<file path="config.mk">
export PLATFORM = sky130hd
export DESIGN_NAME = sfc_follow_corrector
export DESIGN_NICKNAME = d
export VERILOG_FILES = /design/src/rtl/sfc_pkg.sv /design/src/rtl/sfc_event_weight.sv /design/src/rtl/sfc_err_accum.sv /design/src/rtl/sfc_corr_gen.sv /design/src/rtl/sfc_follow_corrector.sv
export SDC_FILE = /design/constraint.sdc
export NUM_CORES = 1
export LEC_CHECK = 0
export ABC_AREA = 1
export BUFFER_PORTS_ARGS = -buffer_cell sky130_fd_sc_hd__buf_2
export CORE_UTILIZATION = 55
export CTS_CLUSTER_SIZE = 12
export DETAILED_ROUTE_END_ITERATION = 6
export PLACE_DENSITY = 0.81
export REMOVE_ABC_BUFFERS = 1
export SETUP_SLACK_MARGIN = 0.05
export SYNTH_ARGS = -nofsm -noshare
export SYNTH_HDL_FRONTEND = slang
export SYNTH_HIERARCHICAL = 1
export SYNTH_SLANG_ARGS = --single-unit
</file>
<file path="constraint.sdc">
create_clock -name clk -period 3 [get_ports clk]
set_input_delay 0 -clock clk [delete_from_list [all_inputs] [get_ports clk]]
set_output_delay 0 -clock clk [all_outputs]
set_load 0.02 [all_outputs]
</file>
<file path="src/rtl/sfc_pkg.sv">
package sfc_pkg;

  typedef enum logic {
    ROT_CW  = 1'b0,
    ROT_CCW = 1'b1
  } rot_e;

  // Signed contribution of one event. adds_on_cw selects whether a
  // clockwise event increases (command) or decreases (encoder) the error.
  function automatic int event_weight(logic fire, logic ccw, int wt, logic adds_on_cw);
    int mag;
    mag = fire ? wt : 0;
    return (adds_on_cw != ccw) ? mag : -mag;
  endfunction

  function automatic int clamp_range(int v, int lo, int hi);
    if (v < lo) return lo;
    if (v > hi) return hi;
    return v;
  endfunction

endpackage

</file>
<file path="src/rtl/sfc_event_weight.sv">
module sfc_event_weight #(
  parameter int WT_W = 4,
  localparam int DW  = WT_W + 2
) (
  input  logic                 cmd_step,
  input  logic                 cmd_dir,
  input  logic                 enc_cnt,
  input  logic                 enc_dir,
  input  logic [WT_W-1:0]      cmd_wt,
  input  logic [WT_W-1:0]      enc_wt,
  output logic signed [DW-1:0] delta
);
  import sfc_pkg::*;

  int cmd_part;
  int enc_part;

  always_comb begin
    cmd_part = event_weight(cmd_step, cmd_dir, int'(cmd_wt), 1'b1);
    enc_part = event_weight(enc_cnt, enc_dir, int'(enc_wt), 1'b0);
    delta    = DW'(cmd_part + enc_part);
  end

endmodule

</file>
<file path="src/rtl/sfc_err_accum.sv">
module sfc_err_accum #(
  parameter int CNT_W = 8,
  parameter int DW    = 6
) (
  input  logic                 clk,
  input  logic                 rst_n,
  input  logic signed [DW-1:0] delta,
  output logic [CNT_W-1:0]     count,
  output logic                 at_rail
);
  import sfc_pkg::*;

  localparam int                MAX_I = (1 << CNT_W) - 1;
  localparam logic [CNT_W-1:0]  MID   = CNT_W'(1 << (CNT_W - 1));
  localparam logic [CNT_W-1:0]  TOP   = CNT_W'(MAX_I);

  logic [CNT_W-1:0] count_q;
  logic [CNT_W-1:0] count_d;
  int               sum;

  always_comb begin
    sum     = clamp_range(int'(count_q) + int'(delta), 0, MAX_I);
    count_d = CNT_W'(sum);
  end

  always_ff @(posedge clk) begin
    if (!rst_n) count_q <= MID;
    else        count_q <= count_d;
  end

  assign count   = count_q;
  assign at_rail = (count_q == '0) || (count_q == TOP);

  assert_top_clamp_R5: assert property (@(posedge clk) disable iff (!rst_n)
    (count_q == TOP && delta > 0) |=> (count_q == TOP));

  assert_floor_clamp_R5: assert property (@(posedge clk) disable iff (!rst_n)
    (count_q == '0 && delta < 0) |=> (count_q == '0));

endmodule

</file>
<file path="src/rtl/sfc_corr_gen.sv">
module sfc_corr_gen #(
  parameter int CNT_W  = 8,
  parameter int HOLD_W = 8
) (
  input  logic              clk,
  input  logic              rst_n,
  input  logic [CNT_W-1:0]  count,
  input  logic [CNT_W-1:0]  hi_thr,
  input  logic [CNT_W-1:0]  lo_thr,
  input  logic [HOLD_W-1:0] hold_len,
  output logic              corr_step,
  output logic              corr_dir
);
  import sfc_pkg::*;

  logic              step_q;
  rot_e              dir_q;
  logic [HOLD_W-1:0] hold_q;

  logic want_cw;
  logic want_ccw;
  logic idle;
  logic fire;
  rot_e fire_dir;

  assign want_cw  = (count >= hi_thr);
  assign want_ccw = (count < lo_thr);
  assign idle     = !step_q && (hold_q == '0);
  assign fire     = idle && (want_cw || want_ccw);
  assign fire_dir = want_cw ? ROT_CW : ROT_CCW;

  always_ff @(posedge clk) begin
    if (!rst_n) begin
      step_q <= 1'b0;
      dir_q  <= ROT_CW;
      hold_q <= '0;
    end else if (fire) begin
      step_q <= 1'b1;
      dir_q  <= fire_dir;
      hold_q <= hold_len;
    end else begin
      step_q <= 1'b0;
      if (hold_q != '0) hold_q <= hold_q - 1'b1;
    end
  end

  assign corr_step = step_q;
  assign corr_dir  = dir_q;

  // Independent spacing monitor for the assertions below.
  logic [HOLD_W:0] since_q;
  logic [HOLD_W:0] need_q;
  logic            seen_q;

  always_ff @(posedge clk) begin
    if (!rst_n) begin
      since_q <= '0;
      need_q  <= '0;
      seen_q  <= 1'b0;
    end else if (fire) begin
      since_q <= '0;
      need_q  <= {1'b0, hold_len} + (HOLD_W+1)'(1);
      seen_q  <= 1'b1;
    end else if (since_q != '1) begin
      since_q <= since_q + 1'b1;
    end
  end

  assert_single_pulse_R6: assert property (@(posedge clk) disable iff (!rst_n)
    step_q |=> !step_q);

  assert_pulse_spacing_R8: assert property (@(posedge clk) disable iff (!rst_n)
    (fire && seen_q) |-> (since_q + 1'b1 >= need_q));

endmodule

</file>
<file path="src/rtl/sfc_follow_corrector.sv">
module sfc_follow_corrector #(
  parameter int CNT_W  = 8,
  parameter int WT_W   = 4,
  parameter int HOLD_W = 8
) (
  input  logic              clk,
  input  logic              rst_n,
  input  logic              cmd_step,
  input  logic              cmd_dir,
  input  logic              enc_cnt,
  input  logic              enc_dir,
  input  logic [WT_W-1:0]   cmd_wt,
  input  logic [WT_W-1:0]   enc_wt,
  input  logic [CNT_W-1:0]  hi_thr,
  input  logic [CNT_W-1:0]  lo_thr,
  input  logic [HOLD_W-1:0] hold_len,
  output logic              corr_step,
  output logic              corr_dir,
  output logic [CNT_W-1:0]  err_count,
  output logic              err_rail
);
  localparam int DW = WT_W + 2;

  logic signed [DW-1:0] ev_delta;

  sfc_event_weight #(.WT_W(WT_W)) u_weight (
    .cmd_step (cmd_step),
    .cmd_dir  (cmd_dir),
    .enc_cnt  (enc_cnt),
    .enc_dir  (enc_dir),
    .cmd_wt   (cmd_wt),
    .enc_wt   (enc_wt),
    .delta    (ev_delta)
  );

  sfc_err_accum #(.CNT_W(CNT_W), .DW(DW)) u_accum (
    .clk     (clk),
    .rst_n   (rst_n),
    .delta   (ev_delta),
    .count   (err_count),
    .at_rail (err_rail)
  );

  sfc_corr_gen #(.CNT_W(CNT_W), .HOLD_W(HOLD_W)) u_corr (
    .clk       (clk),
    .rst_n     (rst_n),
    .count     (err_count),
    .hi_thr    (hi_thr),
    .lo_thr    (lo_thr),
    .hold_len  (hold_len),
    .corr_step (corr_step),
    .corr_dir  (corr_dir)
  );

  assert_cw_when_high_R6: assert property (@(posedge clk) disable iff (!rst_n)
    (corr_step && !corr_dir) |-> ($past(err_count) >= $past(hi_thr)));

  assert_ccw_when_low_R7: assert property (@(posedge clk) disable iff (!rst_n)
    (corr_step && corr_dir) |-> ($past(err_count) < $past(lo_thr)));

  assert_quiet_holds_R9: assert property (@(posedge clk) disable iff (!rst_n)
    (!cmd_step && !enc_cnt) |=> $stable(err_count));

endmodule

</file>
# Word level (Yosys, flattened, before mapping)
# Index checks and enable logic that the tools add are counted.
# W data, S select, Z words.
# op_classes
order_cmp	4
addsub	5
eq_ne	1
bitwise_logic	1
n_reduce_logical	10
n_mux	14
# op_table
operator	n
$mux W8	5
$logic_not A8 Y1	2
$mux W6	2
$add A9 B6 Y10	1
$gt A10 B9 Y1 const B	1
$lt A10 B1 Y1 const B	1
$eq A8 B8 Y1 const B	1
$ge A8 B8 Y1	1
$lt A8 B8 Y1	1
$mux W4	2
$reduce_bool A8 Y1	1
$sub A8 B1 Y8 const B	1
$add A6 B6 Y6	1
$neg A4 Y6	1
$neg A6 Y6	1
$mux W1	5
$logic_and A1 B1 Y1	2
$logic_or A1 B1 Y1	2
$reduce_bool A2 Y1	1
$reduce_or A2 Y1	1
$logic_not A1 Y1	1
$not A1 Y1	1
# totals
elab_cells	40
input_bits	38
register_bits	18
out_inout_bits	11

# Depth between registers and ports, before layout
# Gate-level depths: netlist (run 1).
# logic_depth
word_depth	10
depth_mapped	22
depth_no_buf	22

# Hierarchy
# The synthesis (run 1) kept the hierarchy.
# modules_own_cells
module	cells_per_inst	seq_area_each_um2	area_per_inst_um2	instances
sfc_corr_gen	151	200.2	988.4	1
sfc_err_accum	100	160.2	693.2	1
sfc_event_weight	71	0.0	419.2	1

# Worst setup path after synthesis (run 1)
# No wires, ideal clock.
# synth_timing
path_kind	input port to flip-flop
from	input cmd_wt[1]
to	register u_accum.count_q[0], in the netlist u_accum/count[0]
slack_ns	0.451
t_arrival_ns	2.429
n_path_buf	0
path_stages	21
cell_sequence	nand2_1 -> ha_1 -> nand2_1 -> o21ai_0 -> ha_1 -> nand2_1 -> nor2_1 -> nand2_1 -> nand3_1 -> inv_1 -> nand3_1 -> nand2_1 -> ha_1 -> nand2_1 -> nand2_1 -> a21oi_1 -> nand3_1 -> nand2_2 -> nand2_2 -> nand2_2 -> a21oi_1
# synth_between
elab_chain_len	9
elab_cells_between_ends	13
cone_classes	3 x add/sub; 2 x order compare; 7 x mux; 1 x reduce/logical
# synth_lines
element	line	source
start: declaration	sfc_follow_corrector.sv:12	input logic [WT_W-1:0] cmd_wt,
$mux W4 *	sfc_pkg.sv:12	mag = fire ? wt : 0;
$neg A6 Y6	sfc_pkg.sv:13	return (adds_on_cw != ccw) ? mag : -mag;
$mux W6 *	sfc_pkg.sv:13	
$add A6 B6 Y6 *	sfc_event_weight.sv:21	delta = DW'(cmd_part + enc_part);
named net ev_delta[5]	sfc_follow_corrector.sv:24	logic signed [DW-1:0] ev_delta;
$add A9 B6 Y10 *	sfc_err_accum.sv:22	sum = clamp_range(int'(count_q) + int'(delta), 0, MAX_I);
$gt A10 B9 Y1	sfc_pkg.sv:18	if (v > hi) return hi;
$mux W1 (2 in series)	sfc_pkg.sv:18	
$mux W8	sfc_pkg.sv:19	return v;
end signal: assignment	sfc_err_accum.sv:28	else count_q <= count_d;
end: declaration	sfc_err_accum.sv:17	logic [CNT_W-1:0] count_q;
# The timed path passes the listed nets; every way through them passes the cells marked *. The select of a mux whose other input is x is not followed.
# A chain may end at the register's enable or synchronous reset.

# Worst setup path after layout (run 1)
# layout_timing
from	input enc_cnt
to	register u_accum.count_q[6], in the netlist u_accum/count[6]
# layout_between
elab_chain_len	9
elab_cells_between_ends	13
cone_classes	3 x add/sub; 2 x order compare; 7 x mux; 1 x reduce/logical
# layout_lines
element	line	source
start: declaration	sfc_follow_corrector.sv:10	input logic enc_cnt,
$mux W4 *	sfc_pkg.sv:12	
$neg A4 Y6	sfc_pkg.sv:13	
$mux W6 *	sfc_pkg.sv:13	
$add A6 B6 Y6 *	sfc_event_weight.sv:21	
named net ev_delta[5]	sfc_follow_corrector.sv:24	
$add A9 B6 Y10 *	sfc_err_accum.sv:22	
$gt A10 B9 Y1	sfc_pkg.sv:18	
$mux W1 (2 in series)	sfc_pkg.sv:18	
$mux W8	sfc_pkg.sv:19	
# Marked as above.

==> results of run 1 <==
routing by layer:
layer / track usage (%) / share of wire (%) / vias to the layer above
li1: - / - / 1149
met1: 31.76 / 47 / 919
met2: 45.08 / 49 / 50
met3: 1.250 / 3.5 / 2
met4: 5.398 / 0.51 / 0
met5: 0 / 0 / -
worst paths after layout:
kind	end	from	slack [ns]
worst max-delay path	u_accum/count[6]$_SDFF_PP0_	enc_cnt	0.35
worst min-delay path	u_accum/count[7]$_SDFF_PN1_	rst_n	0.02
worst max register to register	u_accum/count[6]$_SDFF_PP0_	u_accum/count[0]$_SDFF_PP0_	1.14
worst min register to register	u_corr/corr_dir$_SDFFE_PN0P_	u_corr/corr_dir$_SDFFE_PN0P_	0.51
what timing repair did:
action / CTS / global route
hold buffers: 6 / 0
endpoints found under the setup margin: 0 / 8
resized for setup: 0 / 6
hold endpoints to repair: 6 / 0
layout by cell type (no fill, tap or decap), types with 4 or more instances in the layout:
cell	n
a21oi_1	24
ha_1	29
buf_2	48
o21ai_0	6
xnor2_1	8
nor2_1	28
inv_1	50
nand2_2	11
dlygate4sd3_1	6
xor2_1	10
clkbuf_8	4
nand2_1	84
dfxtp_1	18
nand3_1	20
nand4_1	4
kinds of logic (layout without fill, tap and decap cells):
logic type / Yosys count / in the layout / share of synthesized area [%]
flops: 18 / 18 / 17.15
compound gates: 37 / 37 / 9.351
buf+inv: 51 / 110 / 9.112
fa+ha+maj: 33 / 33 / 20.37
xor+xnor: 18 / 18 / 7.504
simple gates: 165 / 165 / 36.51
synthesized netlist by cell type, drive strengths merged (3+ instances only):
cell,count
nand2,98
xnor2,8
a21oi,24
nand3,22
nor3,3
inv,50
nand4,4
o21ai,8
xor2,10
dfxtp,18
nor2,34
ha,31
report_power, final:
part	switching [µW]	total (µW)	leakage [µW]	internal [µW]
Sequential	137	475	0.000149	338
Clock	75.6	192	0.0000288	116
Combinational	884	1480	0.00127	593
Total	1100	2140	0.00145	1050
stage by stage:
| stage | cells | instance area [µm²] |
|---|---|---|
| 3_3_place_gp | 419 | 2409 |
| 3_5_place_dp | 419 | 2409 |
| 6_report | 429 | 2559 |
| 4_1_cts | 429 | 2524 |
| 2_1_floorplan | 322 | 2101 |
| 5_1_grt | 429 | 2559 |
area by class of cell:
type                            count  area (µm²)  share of cell area, %
Timing Repair Buffer               55       307.8                  12.03
Clock buffer                        4       55.05                  2.152
Inverter                           51       191.4                  7.482
Tap cell                           48       60.06                  2.347
Multi-Input combinational cell    253        1584                  61.91
Sequential cell                    18       360.3                  14.08
sequential cells by signal (all words and copies together) (netlist names):
signal and flops:
u_accum/count 8, u_corr/corr_dir 1, u_corr/corr_step 1, u_corr/hold_q 8
==> run_results.csv, run 1 <==
group,metric,value,unit
critical_path,reg2regPathDepth,10,
cells_and_area,num-nets-final,453,
sta,slew_headroom,75.76,%
synth,synth_edf_count,0,
global_route,grt-ovfl-total,0,
synth,ys_top_cells_by_area,"ha_1, dfxtp_1, nand2_1",
synth,ys_ff_latch,18,
cells_and_area,final_util,69.89,%
sta,fin_crit,2.651,ns
clock_tree,root_buffer,"clkbuf_8",
detailed_routing,drt_iter0_drc,93,
floorplanning,rows,22,
power_and_ir_drop,max-vdd-ir-drop,0.0003053,V
critical_path,start_kind,"primary input",
detailed_routing,drtPass1Iterations,4,
sta,fin_crit_sh,88.38,%
sta,timing.hold.ws,0.02221,ns
placed_design,dp_hpwl,3.722,mm
floorplanning,die_w,63.80,µm
critical_path,crit_arrival,2.82,ns
clock_tree,htreeDepth,1,
placed_design,gp_congestion,0.8452,
floorplanning,core_area,3661,µm²
cells_and_area,num-fill-cells,340,
floorplanning,num_io_pins,49,
sta,rsz0062_at_grt,"no",
critical_path,required,3.17,ns
critical_path,critPathBufInv,4,
sta,max_freq,0.3772,GHz
synth,ys_seq_area_share,17.15,%
power_and_ir_drop,power.density,838.1,nW/µm²
synth,yosys_warnings,6,
sta,worst_clock_skew,0.008496,ns
critical_path,crit_type,"in -> reg",
synth,netlist-cell-type-count,29,
sta,setup_ws,0.3486,ns
critical_path,slowest_delay,0.36,ns
detailed_routing,route.vias.total,2120,
detailed_routing,ant_nets,0,
clock_tree,post_cts_buffers,0,
sta,worst_pin_slew,0.3599,ns
sta,setup_viol,0,
power_and_ir_drop,finalPower,2145,µW
synth,syn_inst,322,
job,drv_cap,0,
global_route,grt_pass1_vias,2008,
detailed_routing,avgRoutedWirePerCell,10.56,µm
clock_tree,cts_buffer_depth,2,
detailed_routing,via_per_inst,4.942,
placed_design,numPortBuffers,48,
global_route,antenna_found_initial,0,
global_route,grt_start_max_net_pins,11,
clock_tree,clock-sinks,18,
synth,yosysTopAreaCell,"ha_1",
status,status,"finished, final reports clean",
floorplanning,dieArea,4070,µm²
cells_and_area,diodes,0,
synth,synth_flop_cell,"dfxtp_1",
critical_path,crit_slowest_cell,"ha_1",
clock_tree,cts_tree,"done",
sta,drv_slew,0,
critical_path,cp_top_family,"simple AND/OR/NAND/NOR gates",
synth,postSynth.asyncResetShare,0,%
synth,synth_top_cell_area_share,18.46,%
sta,fin_tns_setup,0,ns
cells_and_area,syn_to_final_growth,21.80,%
placed_design,dpl_worst_slack,-0.03054,ns
clock_tree,numCtsBuffers,3,
synth,avgSynthCellArea,6.524,µm²
critical_path,cp_max_fo,7,
detailed_routing,routed_wl,4.531,mm
critical_path,worstSetupPathDepth,22,
sta,hold_violations,0,
min_path,hold_class,"in -> reg",
clock_tree,clk_pin_slew,0.06,ns
clock_tree,insertion_delay,0.25,ns
global_route,grt_pass1_wl,8.197,mm
min_path,hold_depth,2,
critical_path,path_cells,"buf_2, nand2_1, ha_1, nor2_1, xnor2_1, ha_1, nand2_1, nor2_1, nand2_1, nand3_1, inv_1, nand3_1, nand2_4, ha_1, inv_1, nand2_1, o21a_1, nand2_1, inv_1, nand2_2, nand2_2, a21oi_1",
floorplanning,initial_core_util,57.38,%
critical_path,end_kind,"flip-flop",
floorplanning,die_h,63.80,µm
synth,syn_area,2101,µm²
cells_and_area,drive_above_1_share,20.47,%
detailed_routing,drcViolationCount,0,
critical_path,cp_common_cell,"nand2_1",
global_route,grt_usage,24.73,%
power_and_ir_drop,leakagePower,0.001448,µW
Power figures use the tool's default switching activity.
==> run 2: changes to the inputs <==
--- a/config.mk
+++ b/config.mk
@@ -7,10 +7,12 @@
 export LEC_CHECK = 0
 export ABC_AREA = 1
 export BUFFER_PORTS_ARGS = -buffer_cell sky130_fd_sc_hd__buf_2
-export CORE_UTILIZATION = 55
+export CORE_UTILIZATION = 56
+export CTS_BUF_LIST = sky130_fd_sc_hd__clkbuf_8
 export CTS_CLUSTER_SIZE = 12
 export DETAILED_ROUTE_END_ITERATION = 6
-export PLACE_DENSITY = 0.81
+export GPL_ROUTABILITY_DRIVEN = 0
+export PLACE_DENSITY = 0.83
 export REMOVE_ABC_BUFFERS = 1
 export SETUP_SLACK_MARGIN = 0.05
 export SYNTH_ARGS = -nofsm -noshare
==> run_results.csv, run 2 (synthesis results as in run 1) <==
group,metric,value,unit
clock_tree,clk_pin_slew,0.06,ns
cells_and_area,diodes,0,
sta,rsz0062_at_grt,"no",
detailed_routing,drtPass1Iterations,4,
sta,timing.hold.ws,0.003386,ns
cells_and_area,final_common_cell,"nand2_1",
job,drv_cap,0,
critical_path,start_kind,"primary input",
sta,fin_tns_setup,0,ns
global_route,antenna_found_initial,0,
critical_path,r2r_setup_slack,1.08,ns
cells_and_area,num-fill-cells,306,
critical_path,cp_max_fo,7,
global_route,grt_pass1_wl,8.259,mm
power_and_ir_drop,max-vdd-ir-drop,0.0003583,V
global_route,grt-ovfl-total,0,
detailed_routing,drt_iter0_drc,134,
sta,worst_pin_slew,0.3305,ns
detailed_routing,via_per_inst,5.182,
sta,fin_crit_sh,89.38,%
placed_design,numPortBuffers,48,
sta,hold_violations,0,
clock_tree,htreeDepth,1,
critical_path,crit_slowest_cell,"fa_1",
detailed_routing,ant_nets,0,
sta,setup_viol,0,
cells_and_area,drive_above_1_share,21.15,%
placed_design,placed_cells,418,
critical_path,crit_arrival,2.86,ns
clock_tree,clock-sinks,18,
min_path,hold_class,"in -> reg",
floorplanning,dieArea,4001,µm²
floorplanning,die_h,63.25,µm
global_route,grt_usage,25.28,%
floorplanning,die_w,63.25,µm
floorplanning,num_io_pins,49,
critical_path,required,3.18,ns
floorplanning,core_area,3468,µm²
cells_and_area,stdcell_count,429,
cells_and_area,final_cell_mix,"nand2_1, inv_1, buf_2",
detailed_routing,avgRoutedWirePerCell,11.25,µm
clock_tree,insertion_delay,0.25,ns
critical_path,path_cells,"buf_2, nand2_1, ha_1, nand2_1, o21ai_1, fa_1, nand3_1, nand2_1, xor2_1, ha_1, a21oi_1, nand2_1, nand2_1, nand4_1, nand2_1, nand2_2, a21oi_1",
clock_tree,root_buffer,"clkbuf_8",
detailed_routing,drcViolationCount,0,
placed_design,dp_hpwl,3.854,mm
clock_tree,cts_tree,"done",
clock_tree,numCtsBuffers,3,
sta,slew_headroom,77.73,%
critical_path,cp_common_cell,"nand2_1",
critical_path,slowest_delay,0.48,ns
global_route,grt_start_max_net_pins,11,
sta,worst_clock_skew,0.009348,ns
critical_path,end_kind,"flip-flop",
global_route,grt_pass1_vias,2077,
power_and_ir_drop,finalPower,2169,µW
clock_tree,cts_buffer_depth,2,
detailed_routing,routed_wl,4.827,mm
cells_and_area,syn_to_final_growth,21.86,%
floorplanning,initial_core_util,60.57,%
floorplanning,rows,21,
power_and_ir_drop,leakagePower,0.001455,µW
detailed_routing,route.vias.total,2223,
sta,drv_slew,0,
cells_and_area,num-nets-final,455,
critical_path,crit_type,"in -> reg",
status,status,"finished, final reports clean",
power_and_ir_drop,power.density,847.4,nW/µm²
sta,fin_crit,2.681,ns
sta,max_freq,0.3729,GHz
-- run 2: routing by layer --
| layer | up-vias | global-route usage, % | share of wire [%] |
|---|---|---|---|
| li1 | 1157 | - | - |
| met1 | 975 | 31.28 | 45 |
| met2 | 81 | 44.62 | 48 |
| met3 | 10 | 2.355 | 5.4 |
| met4 | 0 | 9.943 | 1.7 |
| met5 | - | 0 | 0 |
-- run 2: worst max-delay path: cells and delay by family --
| kind | cells | cell delay, ns |
|---|---|---|
| buffers and inverters | 1 | 0.13 |
| adders and majority gates | 3 | 1.18 |
| xor gates and xnor gates | 1 | 0.16 |
| AOI/OAI and AO/OA | 3 | 0.51 |
| and+or+nand+nor | 9 | 0.87 |
-- run 2: cell type report --
class | instances | area, µm² | share of cell area, %
Clock buffer | 4 | 55.05 | 2.151
Timing Repair Buffer | 57 | 322.8 | 12.61
Tap cell | 46 | 57.56 | 2.248
Multi-Input combinational cell | 253 | 1573 | 61.44
Inverter | 51 | 191.4 | 7.478
Sequential cell | 18 | 360.3 | 14.08
-- run 2: path summary, 6_finish.rpt --
path,endpoint,depth (start not counted),start
setup / recovery,u_accum/count[6]$_SDFF_PP0_,17,cmd_step
hold / removal,u_corr/hold_q[5]$_SDFFE_PN0P_,3,hold_len[5]
setup reg to reg,u_accum/count[6]$_SDFF_PP0_,10,u_accum/count[0]$_SDFF_PP0_
hold reg to reg,u_corr/corr_dir$_SDFFE_PN0P_,2,u_corr/corr_dir$_SDFFE_PN0P_
-- run 2: power breakdown --
part	switching [µW]	internal [µW]	leakage (µW)
combinational	900	594	0.00128
sequential	139	338	0.000149
clock	82.3	117	0.0000288
-- run 2: repair_timing --
action                     in CTS  in global routing
resized for setup               0                  7
hold endpoints to repair        6                  0
setup buffers                   0                  1
setup endpoints to repair       0                  8
hold buffers                    6                  0
-- run 2: metrics by stage --
step / utilization, % / area (µm²) / worst slack, ns
after floorplan: - / 2101 / 0.4511
after global placement: 69.59 / 2414 / 0.1436
after detailed placement: 69.59 / 2414 / 0.02439
after CTS: 72.91 / 2529 / 0.2504
after global routing: 73.81 / 2560 / 0.06020
final: 73.81 / 2560 / 0.3187
